===== src/rtl/bt_pkg.sv =====
package bt_pkg;
   localparam int unsigned DIRS = 2;
   localparam int unsigned DIR_AB = 0;
   localparam int unsigned DIR_BA = 1;

   typedef struct packed {
      logic pass;
      logic stb;
      logic stb_en_n;
   } bt_ctl_t;
endpackage


===== src/rtl/bt_edge_det.sv =====
module bt_edge_det #(
   parameter int unsigned SYNC_STAGES = 0
) (
   input  logic clk,
   input  logic rst_n,
   input  logic strobe_i,
   output logic level_o,
   output logic rise_o
);
   logic prev_q;

   if (SYNC_STAGES > 4) begin : g_bad_sync
      $error("bt_edge_det: SYNC_STAGES above 4 not supported");
   end

   if (SYNC_STAGES == 0) begin : g_direct
      assign level_o = strobe_i;
   end else begin : g_sync
      logic [SYNC_STAGES-1:0] sync_q;
      always_ff @(posedge clk or negedge rst_n) begin
         if (!rst_n) sync_q <= '1;
         else        sync_q <= {sync_q[SYNC_STAGES-1:0], strobe_i} >> 0;
      end
      assign level_o = sync_q[SYNC_STAGES-1];
   end

   always_ff @(posedge clk or negedge rst_n) begin
      if (!rst_n) prev_q <= 1'b1;
      else        prev_q <= level_o;
   end

   assign rise_o = level_o & ~prev_q;


   single_rise_chk: assert property (@(posedge clk) disable iff (!rst_n)
      rise_o |=> !rise_o);
endmodule


===== src/rtl/bt_store_lane.sv =====
module bt_store_lane #(
   parameter int unsigned WIDTH = 18
) (
   input  logic             clk,
   input  logic             rst_n,
   input  logic [WIDTH-1:0] d_i,
   input  logic             pass_i,
   input  logic             level_i,
   input  logic             rise_i,
   input  logic             stb_en_n_i,
   output logic [WIDTH-1:0] q_o
);
   logic [WIDTH-1:0] store_q;
   logic             load;

   if (WIDTH < 1) begin : g_bad_width
      $error("bt_store_lane: WIDTH must be at least 1");
   end

   assign load = ~stb_en_n_i & (pass_i ? level_i : rise_i);

   always_ff @(posedge clk or negedge rst_n) begin
      if (!rst_n)    store_q <= '0;
      else if (load) store_q <= d_i;
   end

   assign q_o = pass_i ? d_i : store_q;


   edge_capture_chk: assert property (@(posedge clk) disable iff (!rst_n)
      (!pass_i && rise_i && !stb_en_n_i) |=> (q_o == $past(d_i) || pass_i));


   hold_stable_chk: assert property (@(posedge clk) disable iff (!rst_n)
      (!pass_i && !(rise_i && !stb_en_n_i)) |=> $stable(store_q));


   gated_edge_chk: assert property (@(posedge clk) disable iff (!rst_n)
      stb_en_n_i |=> $stable(store_q));
endmodule


===== src/rtl/bt_drive.sv =====
module bt_drive #(
   parameter int unsigned WIDTH         = 18,
   parameter bit          OE_ACTIVE_LOW = 1'b0
) (
   input  logic             oe_i,
   input  logic [WIDTH-1:0] d_i,
   output logic [WIDTH-1:0] data_o,
   output logic             drive_o
);
   logic active;

   if (OE_ACTIVE_LOW) begin : g_oe_low
      assign active = ~oe_i;
   end else begin : g_oe_high
      assign active = oe_i;
   end

   assign drive_o = active;
   assign data_o  = active ? d_i : '0;
endmodule


===== src/rtl/univ_bus_xcvr.sv =====
module univ_bus_xcvr
   import bt_pkg::*;
#(
   parameter int unsigned WIDTH       = 18,
   parameter int unsigned SYNC_STAGES = 0
) (
   input  logic             clk,
   input  logic             rst_n,
   input  logic [WIDTH-1:0] a_in,
   input  logic [WIDTH-1:0] b_in,
   input  logic             ab_pass,
   input  logic             ab_stb,
   input  logic             ab_stb_en_n,
   input  logic             ab_oe,
   input  logic             ba_pass,
   input  logic             ba_stb,
   input  logic             ba_stb_en_n,
   input  logic             ba_oe_n,
   output logic [WIDTH-1:0] b_out,
   output logic             b_drive,
   output logic [WIDTH-1:0] a_out,
   output logic             a_drive
);
   bt_ctl_t          ctl  [DIRS];
   logic [WIDTH-1:0] din  [DIRS];
   logic [WIDTH-1:0] held [DIRS];

   assign ctl[DIR_AB] = '{pass: ab_pass, stb: ab_stb, stb_en_n: ab_stb_en_n};
   assign ctl[DIR_BA] = '{pass: ba_pass, stb: ba_stb, stb_en_n: ba_stb_en_n};
   assign din[DIR_AB] = a_in;
   assign din[DIR_BA] = b_in;

   for (genvar g = 0; g < DIRS; g++) begin : g_dir
      logic lvl, rise;

      bt_edge_det #(.SYNC_STAGES(SYNC_STAGES)) u_edge (
         .clk      (clk),
         .rst_n    (rst_n),
         .strobe_i (ctl[g].stb),
         .level_o  (lvl),
         .rise_o   (rise)
      );

      bt_store_lane #(.WIDTH(WIDTH)) u_lane (
         .clk        (clk),
         .rst_n      (rst_n),
         .d_i        (din[g]),
         .pass_i     (ctl[g].pass),
         .level_i    (lvl),
         .rise_i     (rise),
         .stb_en_n_i (ctl[g].stb_en_n),
         .q_o        (held[g])
      );
   end

   bt_drive #(.WIDTH(WIDTH), .OE_ACTIVE_LOW(1'b0)) u_drv_b (
      .oe_i    (ab_oe),
      .d_i     (held[DIR_AB]),
      .data_o  (b_out),
      .drive_o (b_drive)
   );

   bt_drive #(.WIDTH(WIDTH), .OE_ACTIVE_LOW(1'b1)) u_drv_a (
      .oe_i    (ba_oe_n),
      .d_i     (held[DIR_BA]),
      .data_o  (a_out),
      .drive_o (a_drive)
   );


   ab_pass_chk: assert property (@(posedge clk) disable iff (!rst_n)
      (ab_pass && ab_oe) |-> (b_out == a_in));


   ab_float_chk: assert property (@(posedge clk) disable iff (!rst_n)
      !ab_oe |-> (!b_drive && b_out == '0));


   ba_float_chk: assert property (@(posedge clk) disable iff (!rst_n)
      ba_oe_n |-> (!a_drive && a_out == '0));


   ba_pass_chk: assert property (@(posedge clk) disable iff (!rst_n)
      (ba_pass && !ba_oe_n) |-> (a_out == b_in));
endmodule


===== config.mk =====
export PLATFORM = sky130hd
export DESIGN_NAME = univ_bus_xcvr
export DESIGN_NICKNAME = d
export VERILOG_FILES = /design/src/rtl/bt_pkg.sv /design/src/rtl/bt_edge_det.sv /design/src/rtl/bt_store_lane.sv /design/src/rtl/bt_drive.sv /design/src/rtl/univ_bus_xcvr.sv
export SDC_FILE = /design/constraint.sdc
export NUM_CORES = 1
export LEC_CHECK = 0
export BUFFER_PORTS_ARGS = -buffer_cell sky130_fd_sc_hd__buf_2
export CAP_MARGIN = 20
export CORE_MARGIN = 2
export CORE_UTILIZATION = 30
export DETAILED_ROUTE_END_ITERATION = 12
export GPL_ROUTABILITY_DRIVEN = 0
export HOLD_SLACK_MARGIN = 0.03
export PLACE_DENSITY = 0.56
export SLEW_MARGIN = 20
export SYNTH_ARGS = -nofsm -noshare
export SYNTH_HDL_FRONTEND = slang
export SYNTH_SLANG_ARGS = --single-unit

===== constraint.sdc =====
create_clock -name clk -period 2.12 [get_ports clk]
set_clock_uncertainty 0.05 [all_clocks]
set_input_delay 0.212 -clock clk [delete_from_list [all_inputs] [get_ports clk]]
set_output_delay 0.212 -clock clk [all_outputs]
set_load 0.01 [all_outputs]

# Word-level counts from Yosys, hierarchy flattened
# Cells that the tools add are included.
[word_totals] ff_bits=38 in_bits=46 out_inout_bits=38 elab_cells=19
[classes] muxes=6 bitwise_logic=9
[op_table] cell="two-way mux 18 bit" n=4
[op_table] cell="NOT 1 bit" n=5
[op_table] cell="AND 1 bit" n=4
[op_table] cell="two-way mux 1 bit" n=2

# Longest topological paths before layout
# Gate-level depths: netlist (run 1).
[logic_depth] depth_word=4 ltp_mapped=6 ltp_nobuf=3

# Hierarchy
# From an unflattened synthesis (run 1), not the netlist that was laid out.
[hier_totals] cells_unflattened=164 hier_area_um2=2287.2
[by_module_without_submodules] mod="bt_store_lane" instances=2 cells_each=59 area_each_um2=954.7 seq_area_each_um2=450.4
[by_module_without_submodules] mod="bt_drive (u_drv_b)" instances=1 cells_each=20 area_each_um2=148.9 seq_area_each_um2=0.0
[by_module_without_submodules] mod="bt_drive (u_drv_a)" instances=1 cells_each=20 area_each_um2=133.9 seq_area_each_um2=0.0
[by_module_without_submodules] mod="bt_edge_det" instances=2 cells_each=3 area_each_um2=47.5 seq_area_each_um2=26.3

# Worst setup path before layout (run 1)
# OpenSTA, ideal clock, no wires.
[synth_path] path_kind="register to register" from="register g_dir[0].u_edge.prev_q" to="register g_dir[0].u_lane.store_q[0]" setup_time_ns=0.125 arrival_time_ns=1.222 required_ns=1.945 path_slack_ns=0.723 path_stages_with_launch=6 path_buffers=2 period_less_slack_ns=1.397 cell_sequence="dfstp_2 -> nor2b_2 -> nor3b_2 -> buf_6 -> buf_12 -> mux2_4"
[synth_via] elab_chain_len=4
[synth_rtl] element="start: declaration" line="bt_edge_det.sv:10" text="logic prev_q;"
[synth_rtl] element="start signal: assignment" line="bt_edge_det.sv:29" text="else prev_q <= level_o;"
[synth_rtl] element="NOT 1 bit" line="bt_edge_det.sv:32" text="assign rise_o = level_o & ~prev_q;"
[synth_rtl] element="AND 1 bit" line="bt_edge_det.sv:32"
[synth_rtl] element="two-way mux 1 bit" line="bt_store_lane.sv:20" text="assign load = ~stb_en_n_i & (pass_i ? level_i : rise_i);"
[synth_rtl] element="AND 1 bit" line="bt_store_lane.sv:20"
[synth_rtl] element="end signal: assignment" line="bt_store_lane.sv:24" text="else if (load) store_q <= d_i;"
[synth_rtl] element="end: declaration" line="bt_store_lane.sv:13" text="logic [WIDTH-1:0] store_q;"
# No other way between the ends.
# A chain may end at the register's enable or synchronous reset.

# Worst setup path after layout (run 1)
[layout_path] from="input ba_stb" to="register g_dir[1].u_lane.store_q[3]"
[layout_via] elab_chain_len=3
[layout_rtl] element="start: declaration" line="univ_bus_xcvr.sv:16" text="input logic ba_stb,"
[layout_rtl] element="AND 1 bit" line="bt_edge_det.sv:32"
[layout_rtl] element="two-way mux 1 bit (*)" line="bt_store_lane.sv:20"
[layout_rtl] element="AND 1 bit (*)" line="bt_store_lane.sv:20"
[layout_rtl] element="end signal: assignment" line="bt_store_lane.sv:24"
[layout_rtl] element="end: declaration" line="bt_store_lane.sv:13"
# Mark *: on every way between the ends. The rest lies on a longest branch, timed or not.

==> results.ini, run 1 <==
[run_status]
status = completed

[cts]
post_cts_buffers = 0
cts_buffers = 5
cts_tree = built
clock_latency_ns = 0.28
cts_root_buffer = clkbuf_8
clkSinkCount = 38
cts.htree.levels = 2
clockBufferDepth = 2
clkTransAtPathRegs_ns = 0.07

[synth]
seq_area_frac_synth_pct = 44.7
synth_top_family_by_area = multiplexers
muxShareOfSynthArea_pct = 39.4
yosysWarningCount = 0
syn_avg_cell_area_um2 = 13.1
ys_ff_latch = 38
syn_nets = 209
ys_types = 15
netlist_area_mm2 = 0.00213
syn_inst = 163
yosys.area_share.simple_pct = 10.4
synthAdderAreaFrac_pct = 0
synth_xor_area_share_pct = 0
synth_compound_area_share_pct = 0

[global_route]
grt-ovfl-total = 0
antenna_found_initial = 0
grt_max_degree = 27
grt.total_usage_pct = 11.6
grt_pass1_wl_um = 7000
grt_pass1_vias = 1526

[timing]
fin_setup_tns_ns = 0
slew_violations = 0
period_needed_ns = 1.56
rsz0062_at_grt = false
hold_viol = 0
max_freq_mhz = 639
relSlewSlack_pct = 59.1
min_period_over_period_pct = 73.8
max_slew.worst_pin.slew_ns = 0.613
setup_slack_ns = 0.556
setup_viol = 0

[layout]
layout.nets = 296
num_antenna_cells = 0
final_cell_area_mm2 = 0.00274
syn_to_final_growth_pct = 28.1
drive_gt1_share_pct = 55.0
final_core_util_pct = 40.0

[setup_path]
crit_fanout = 18
crit_slowest_cell = dlygate4sd3_1
worstSetupPathType = in2reg
cp_cell_sequence = dlygate4sd3_1 -> buf_2 -> nor3b_4 -> buf_4 -> mux2_2
cp.required_ns = 2.24
critPathLaunchType = input pin
cp_slowest_stage_delay_ns = 0.52
cp.arrival_ns = 1.68
setup.worst_path.end_class = register

[floorplanning]
core-area_mm2 = 0.00683
io_pins = 84
dieArea_mm2 = 0.00781
dieWidth_um = 88.4
core.rowCount = 30
start_util_pct = 31.2
dieHeight_um = 88.4

[routing]
drt_wl_total_um = 4350
wl_per_cell_um = 12.5
dr.first_iter.drc_count = 34
drcViolationCount = 0
drt.antenna.violating_nets = 0
vias_per_cell = 4.36
via_count = 1513
drt_pass1_iterations = 4

[placed_design]
hpwl_um = 3170
io_buffers = 83
placed_area_mm2 = 0.00261
post-place-ws_ns = 0.590

[power]
power.density_mw_per_mm2 = 702
ir_drop_mv = 0.352
leakagePower_nw = 1.41

[job]
maxCapViolations = 0

[worst_hold_path]
hold_path.class = in2reg

[cells in the mapped netlist, drive strengths merged]
library cell  instances  area share, %
mux2i                36             17
clkbuf                3           0.53
buf                   9            4.8
nor2                 18            3.2
inv                   1           0.18
dfstp                 2            2.5
mux2                 36             23
nor2b                20            6.1
nor3b                 2            1.2
dfrtp                36             42
[state kept, by name, indices dropped and copies added, names as in the netlist]
signal / cells
g_dir.u_lane.store_q: 36
g_dir.u_edge.prev_q: 2
[power breakdown]
part | internal, W | switching (W) | total, W
registers | 0.000851 | 0.0000638 | 0.000915
logic | 0.000291 | 0.000208 | 0.000499
clock network | 0.000262 | 0.000244 | 0.000506
[timing repair]
| item | CTS | global route |
|---|---|---|
| hold buffers | 3 | 0 |
| endpoints found under the hold margin | 24 | 0 |
| resized for setup | 0 | 0 |
[through the flow]
step	hold WS (ns)	cells	power [W]
global route	0.0958	347	0.00205
finish	0.118	347	0.00192
floorplan	-0.134	163	0.00126
detailed placement	0.218	336	0.00143
CTS	0.102	347	0.00196
global placement	0.211	336	0.00142
[cell usage in the layout, fill, tap and decap left out]
master         synthesis  final
dlygate4sd3_1          0      3
buf_4                  1      6
nor3b_4                0      2
buf_2                  2     83
dfrtp_1               36     36
clkbuf_1               3      1
dfstp_2                2      2
mux2_4                20     20
nor2_1                18     18
mux2i_1               36     36
mux2_2                16     16
clkinv_2               0      1
nor2b_2                2      2
nor2b_1               18     18
inv_1                  1      1
clkbuf_8               0      6
[layer usage]
layer | track usage (%) | vias up | share of wire [%]
li1 | - | 730 | -
met1 | 14.7 | 712 | 47
met2 | 18.5 | 64 | 42
met3 | 4.20 | 7 | 9.4
met4 | 3.72 | 0 | 1.1
met5 | 0 | - | 0
[final timing paths]
check	from	cells past startpoint	slack (ns)	to
worst max-delay path	ba_stb	5	0.56	g_dir[1].u_lane.store_q[3]$_DFFE_PN0P_
worst min-delay path	a_in[6]	2	0.12	g_dir[0].u_lane.store_q[6]$_DFFE_PN0P_
worst max register to register	g_dir[1].u_edge.prev_q$_DFF_PN1_	4	0.60	g_dir[1].u_lane.store_q[3]$_DFFE_PN0P_
worst min register to register	g_dir[1].u_lane.store_q[5]$_DFFE_PN0P_	1	0.46	g_dir[1].u_lane.store_q[5]$_DFFE_PN0P_
max in group asynchronous	rst_n	3	1.05	g_dir[1].u_lane.store_q[6]$_DFFE_PN0P_
min in group asynchronous	rst_n	2	0.42	g_dir[1].u_lane.store_q[4]$_DFFE_PN0P_
[logic make-up (layout without fill, tap and decap cells)]
logic type	after synthesis	after routing
buf+inv	13	101
flops	38	38
mux	72	72
simple gates	40	40
[critical path, delay by kind of cell]
family	cells	cell delay [ns]
buf+inv	3	0.94
mux	1	0.38
simple gates	1	0.15
[area by class of cell]
cell class / count / area [um2]
Sequential cell: 38 / 953
Clock buffer: 7 / 86.3
Fill cell: 696 / 4100
Timing Repair Buffer: 92 / 490
Multi-Input combinational cell: 112 / 1080
Inverter: 1 / 3.75
Clock inverter: 1 / 5.00
Tap cell: 96 / 120
Note: power is estimated with default switching activity, not from simulation.
==> inputs of run 2 (changes only) <==
--- a/config.mk
+++ b/config.mk
@@ -5,6 +5,7 @@
 export SDC_FILE = /design/constraint.sdc
 export NUM_CORES = 1
 export LEC_CHECK = 0
+export ABC_AREA = 1
 export BUFFER_PORTS_ARGS = -buffer_cell sky130_fd_sc_hd__buf_2
 export CAP_MARGIN = 20
 export CORE_MARGIN = 2
@@ -12,7 +13,7 @@
 export DETAILED_ROUTE_END_ITERATION = 12
 export GPL_ROUTABILITY_DRIVEN = 0
 export HOLD_SLACK_MARGIN = 0.03
-export PLACE_DENSITY = 0.56
+export PLACE_DENSITY = 0.57
 export SLEW_MARGIN = 20
 export SYNTH_ARGS = -nofsm -noshare
 export SYNTH_HDL_FRONTEND = slang
==> constraint.sdc (replaced) <==
create_clock -name clk -period 1.4 [get_ports clk]
set_clock_uncertainty 0.05 [all_clocks]
set_input_delay 0.14 -clock clk [delete_from_list [all_inputs] [get_ports clk]]
set_output_delay 0.14 -clock clk [all_outputs]
set_load 0.01 [all_outputs]
==> run 2 against run 1 <==
  * Design area grew 5.5%
  * Die area increased by 4.6%
  * Hold slack got worse by 0.069 ns
  * Via count is 40% higher
  * Final cell count rose by 35%
  * Critical path type is now reg2out
==> results.ini, run 2 <==
[job]
maxCapViolations = 0  ; unchanged

[setup_path]
path_delay_family = flip-flops
reg2reg_depth = 4  ; unchanged
cp_cell_sequence = o21ai_0 -> nor2_1 -> buf_2
cp.arrival_ns = 1.09  ; -0.59 ns
setup.worst_path.end_class = output pin
rrSetupSlack_ns = 0.25  ; -0.35 ns
worstSetupPathType = reg2out
critPathLaunchType = register
critPathBufInv = 1  ; -2
crit_slowest_cell = dfrtp_1
crit_fanout = 2  ; -16
cp_slowest_stage_delay_ns = 0.39  ; -0.13 ns
cp.required_ns = 1.21  ; -1.03 ns
r2r_start = g_dir[0].u_edge.prev_q$_DFF_PN1_
r2r_end = g_dir[0].u_lane.store_q[4]$_DFFE_PN0P_

[layout]
syn_to_final_growth_pct = 29.0
reg_top3 = g_dir.u_lane.store_q x36, g_dir.u_edge.prev_q x2
layout_commonest_cell = buf_2
final_core_util_pct = 39.8  ; -0.24 points
regMostFlops = g_dir.u_lane.store_q
final_cell_area_mm2 = 0.00289  ; +5.5%
drive_gt1_share_pct = 40.9  ; -14 points
largest_reg_flops = 36  ; unchanged
num_antenna_cells = 0  ; unchanged
most-common-layout-cells = buf_2 (83), nor2_1 (72), nand2_2 (40)
layout.nets = 414  ; +40%

[synth]
synthAdderAreaFrac_pct = 0  ; unchanged
synth_xor_area_share_pct = 0  ; unchanged
synth-main-ff-cell = dfrtp_1
synth_compound_area_share_pct = 8.05  ; +8.1 points
synth_top_family_by_area = simple AND/OR/NAND/NOR gates
ys_types = 17  ; +2
netlist_area_mm2 = 0.00224  ; +4.8%
ys_top_cells_by_count = nor2_1 (72), nand2_2 (40), dfrtp_1 (36), nand3_1 (36), o21ai_0 (36)
synth_top_cell_by_area = dfrtp_1
synth_edf_count = 0  ; unchanged
yosys.area_share.simple_pct = 42.1  ; +32 points
syn_inst = 280  ; +72%
syn_nets = 326  ; +56%
yosysWarningCount = 0  ; unchanged
synth_most_common_cell = nor2_1
muxShareOfSynthArea_pct = 0  ; -39 points
yosys-top-cells-area = dfrtp_1 (40%), nor2_1 (12%), nand2_2 (11%)
seq_area_frac_synth_pct = 42.6  ; -2.0 points
synth_top_area_share_pct = 40.3  ; -1.9 points
syn_avg_cell_area_um2 = 7.99  ; -39%
synth-async-reset-ratio_pct = 100  ; unchanged
ys_ff_latch = 38  ; unchanged

[timing]
max_slew.worst_pin.slew_ns = 0.482  ; -0.131 ns
slew_violations = 0  ; unchanged
max_freq_mhz = 783
min_period_over_period_pct = 91.2
hold_viol = 0  ; unchanged
setup_viol = 0  ; unchanged
fin_setup_tns_ns = 0  ; unchanged
rsz0062_at_grt = false
relSlewSlack_pct = 67.8  ; +8.7 points
period_needed_ns = 1.28

[worst_hold_path]
hold_path.class = in2reg
worstHoldPathCells = 3  ; +1
min_to = g_dir[1].u_lane.store_q[0]$_DFFE_PN0P_
worstHoldStart = b_in[0]

[cts]
clkTransAtPathRegs_ns = 0.08  ; about the same
cts_tree = built
cts.htree.levels = 2  ; unchanged
cts_buffers = 5  ; unchanged
clockBufferDepth = 2  ; unchanged
clock_latency_ns = 0.28  ; about the same
cts_root_buffer = clkbuf_8
cts_resized = 0  ; unchanged
clkSinkCount = 38  ; unchanged

[routing]
drt_pass1_iterations = 4  ; unchanged
drt.antenna.violating_nets = 0  ; unchanged
dr.first_iter.drc_count = 66  ; +94%
via_count = 2118  ; +40%
drcViolationCount = 0  ; unchanged
drt_wl_total_um = 5720  ; +31%
wl_per_cell_um = 12.2  ; -2.6%
vias_per_cell = 4.53  ; +3.8%

[floorplanning]
io_pins = 84  ; unchanged
dieWidth_um = 90.4  ; +2.3%
core.rowCount = 31  ; +3.3%
dieHeight_um = 90.4  ; +2.3%
dieArea_mm2 = 0.00816  ; +4.6%
core-area_mm2 = 0.00725  ; +6.2%
start_util_pct = 30.8  ; -0.40 points

[global_route]
antenna_found_initial = 0  ; unchanged
grt_max_degree = 24  ; -11%
grt_pass1_wl_um = 9830  ; +40%
grt_pass1_vias = 1984  ; +30%
grt-ovfl-total = 0  ; unchanged
grt.total_usage_pct = 14.5  ; +3.0 points

[power]
leakagePower_nw = 1.53  ; +8.6%
ir_drop_mv = 0.414  ; +18%
power.density_mw_per_mm2 = 1030  ; +47%

[placed_design]
hpwl_um = 3900  ; +23%
io_buffers = 83  ; unchanged
placed_area_mm2 = 0.00268  ; +2.6%

[run_status]
status = completed

[run 2: worst max-delay path by stage]
stage,endpoint,slack [ns],start,depth (start not counted)
floorplan,g_dir[0].u_lane.store_q[0]$_DFFE_PN0P_,0.30,g_dir[0].u_edge.prev_q$_DFF_PN1_,4
CTS,g_dir[0].u_lane.store_q[8]$_DFFE_PN0P_,0.04,ab_stb,7
global route,b_out[12],0.0007,g_dir[0].u_lane.store_q[12]$_DFFE_PN0P_,3
global placement,g_dir[1].u_lane.store_q[2]$_DFFE_PN0P_,0.15,ba_pass,6
finish,b_out[16],0.12,g_dir[0].u_lane.store_q[16]$_DFFE_PN0P_,3
detailed placement,a_out[3],0.15,ba_oe_n,5
[run 2: area by class of cell]
class                      count  area (um2)
clock inverter                 3        40.0
tap                           99         124
timing repair buffer          96         546
sequential                    38         953
clock buffer                   5        68.8
multi-input combinational    222        1120
inverter                       5        33.8
fill                         785        4370
[run 2: per-layer routing]
metal / GRT usage [%] / vias to the layer above / share of wire, %
met4: 3.46 / 0 / 0.37
met1: 21.0 / 969 / 49
met2: 22.2 / 73 / 44
met5: 0 / - / 0
li1: - / 1074 / -
met3: 3.17 / 2 / 6.4
[run 2: worst register-to-register path, cell delays in order, from the launching register on]
cell and delay (ns):
dfstp_2 0.58, nand2_8 0.13, nand2_8 0.20, nand2_1 0.07, nand2_1 0.06
[run 2: through the flow]
| step | hold WS, ns | cells | worst slack (ns) | total power [W] |
|---|---|---|---|---|
| final | 0.0493 | 468 | 0.123 | 0.00299 |
| after global routing | 0.0387 | 468 | 0.000665 | 0.00319 |
| after CTS | 0.0371 | 461 | 0.0409 | 0.00302 |
| after detailed placement | 0.0526 | 450 | 0.155 | 0.00207 |
| after global placement | 0.0421 | 450 | 0.146 | 0.00205 |
| after floorplan | -0.206 | 280 | 0.301 | 0.00181 |
[run 2: what timing repair did]
item                                    in CTS  in global routing
endpoints found under the setup margin       0                 22
hold endpoints to repair                    17                  0
hold buffers                                 3                  0
buffers inserted                             0                  7
[run 2: logic make-up after synthesis]
logic type | count (synthesis)
simple gates | 186
flops | 38
buf+inv | 20
compound gates | 36
[run 2: power breakdown]
group	leakage, nW	switching (W)	internal, W
logic	1.00	0.000411	0.000293
clock network	0.0579	0.000397	0.000525
registers	0.468	0.000101	0.00126
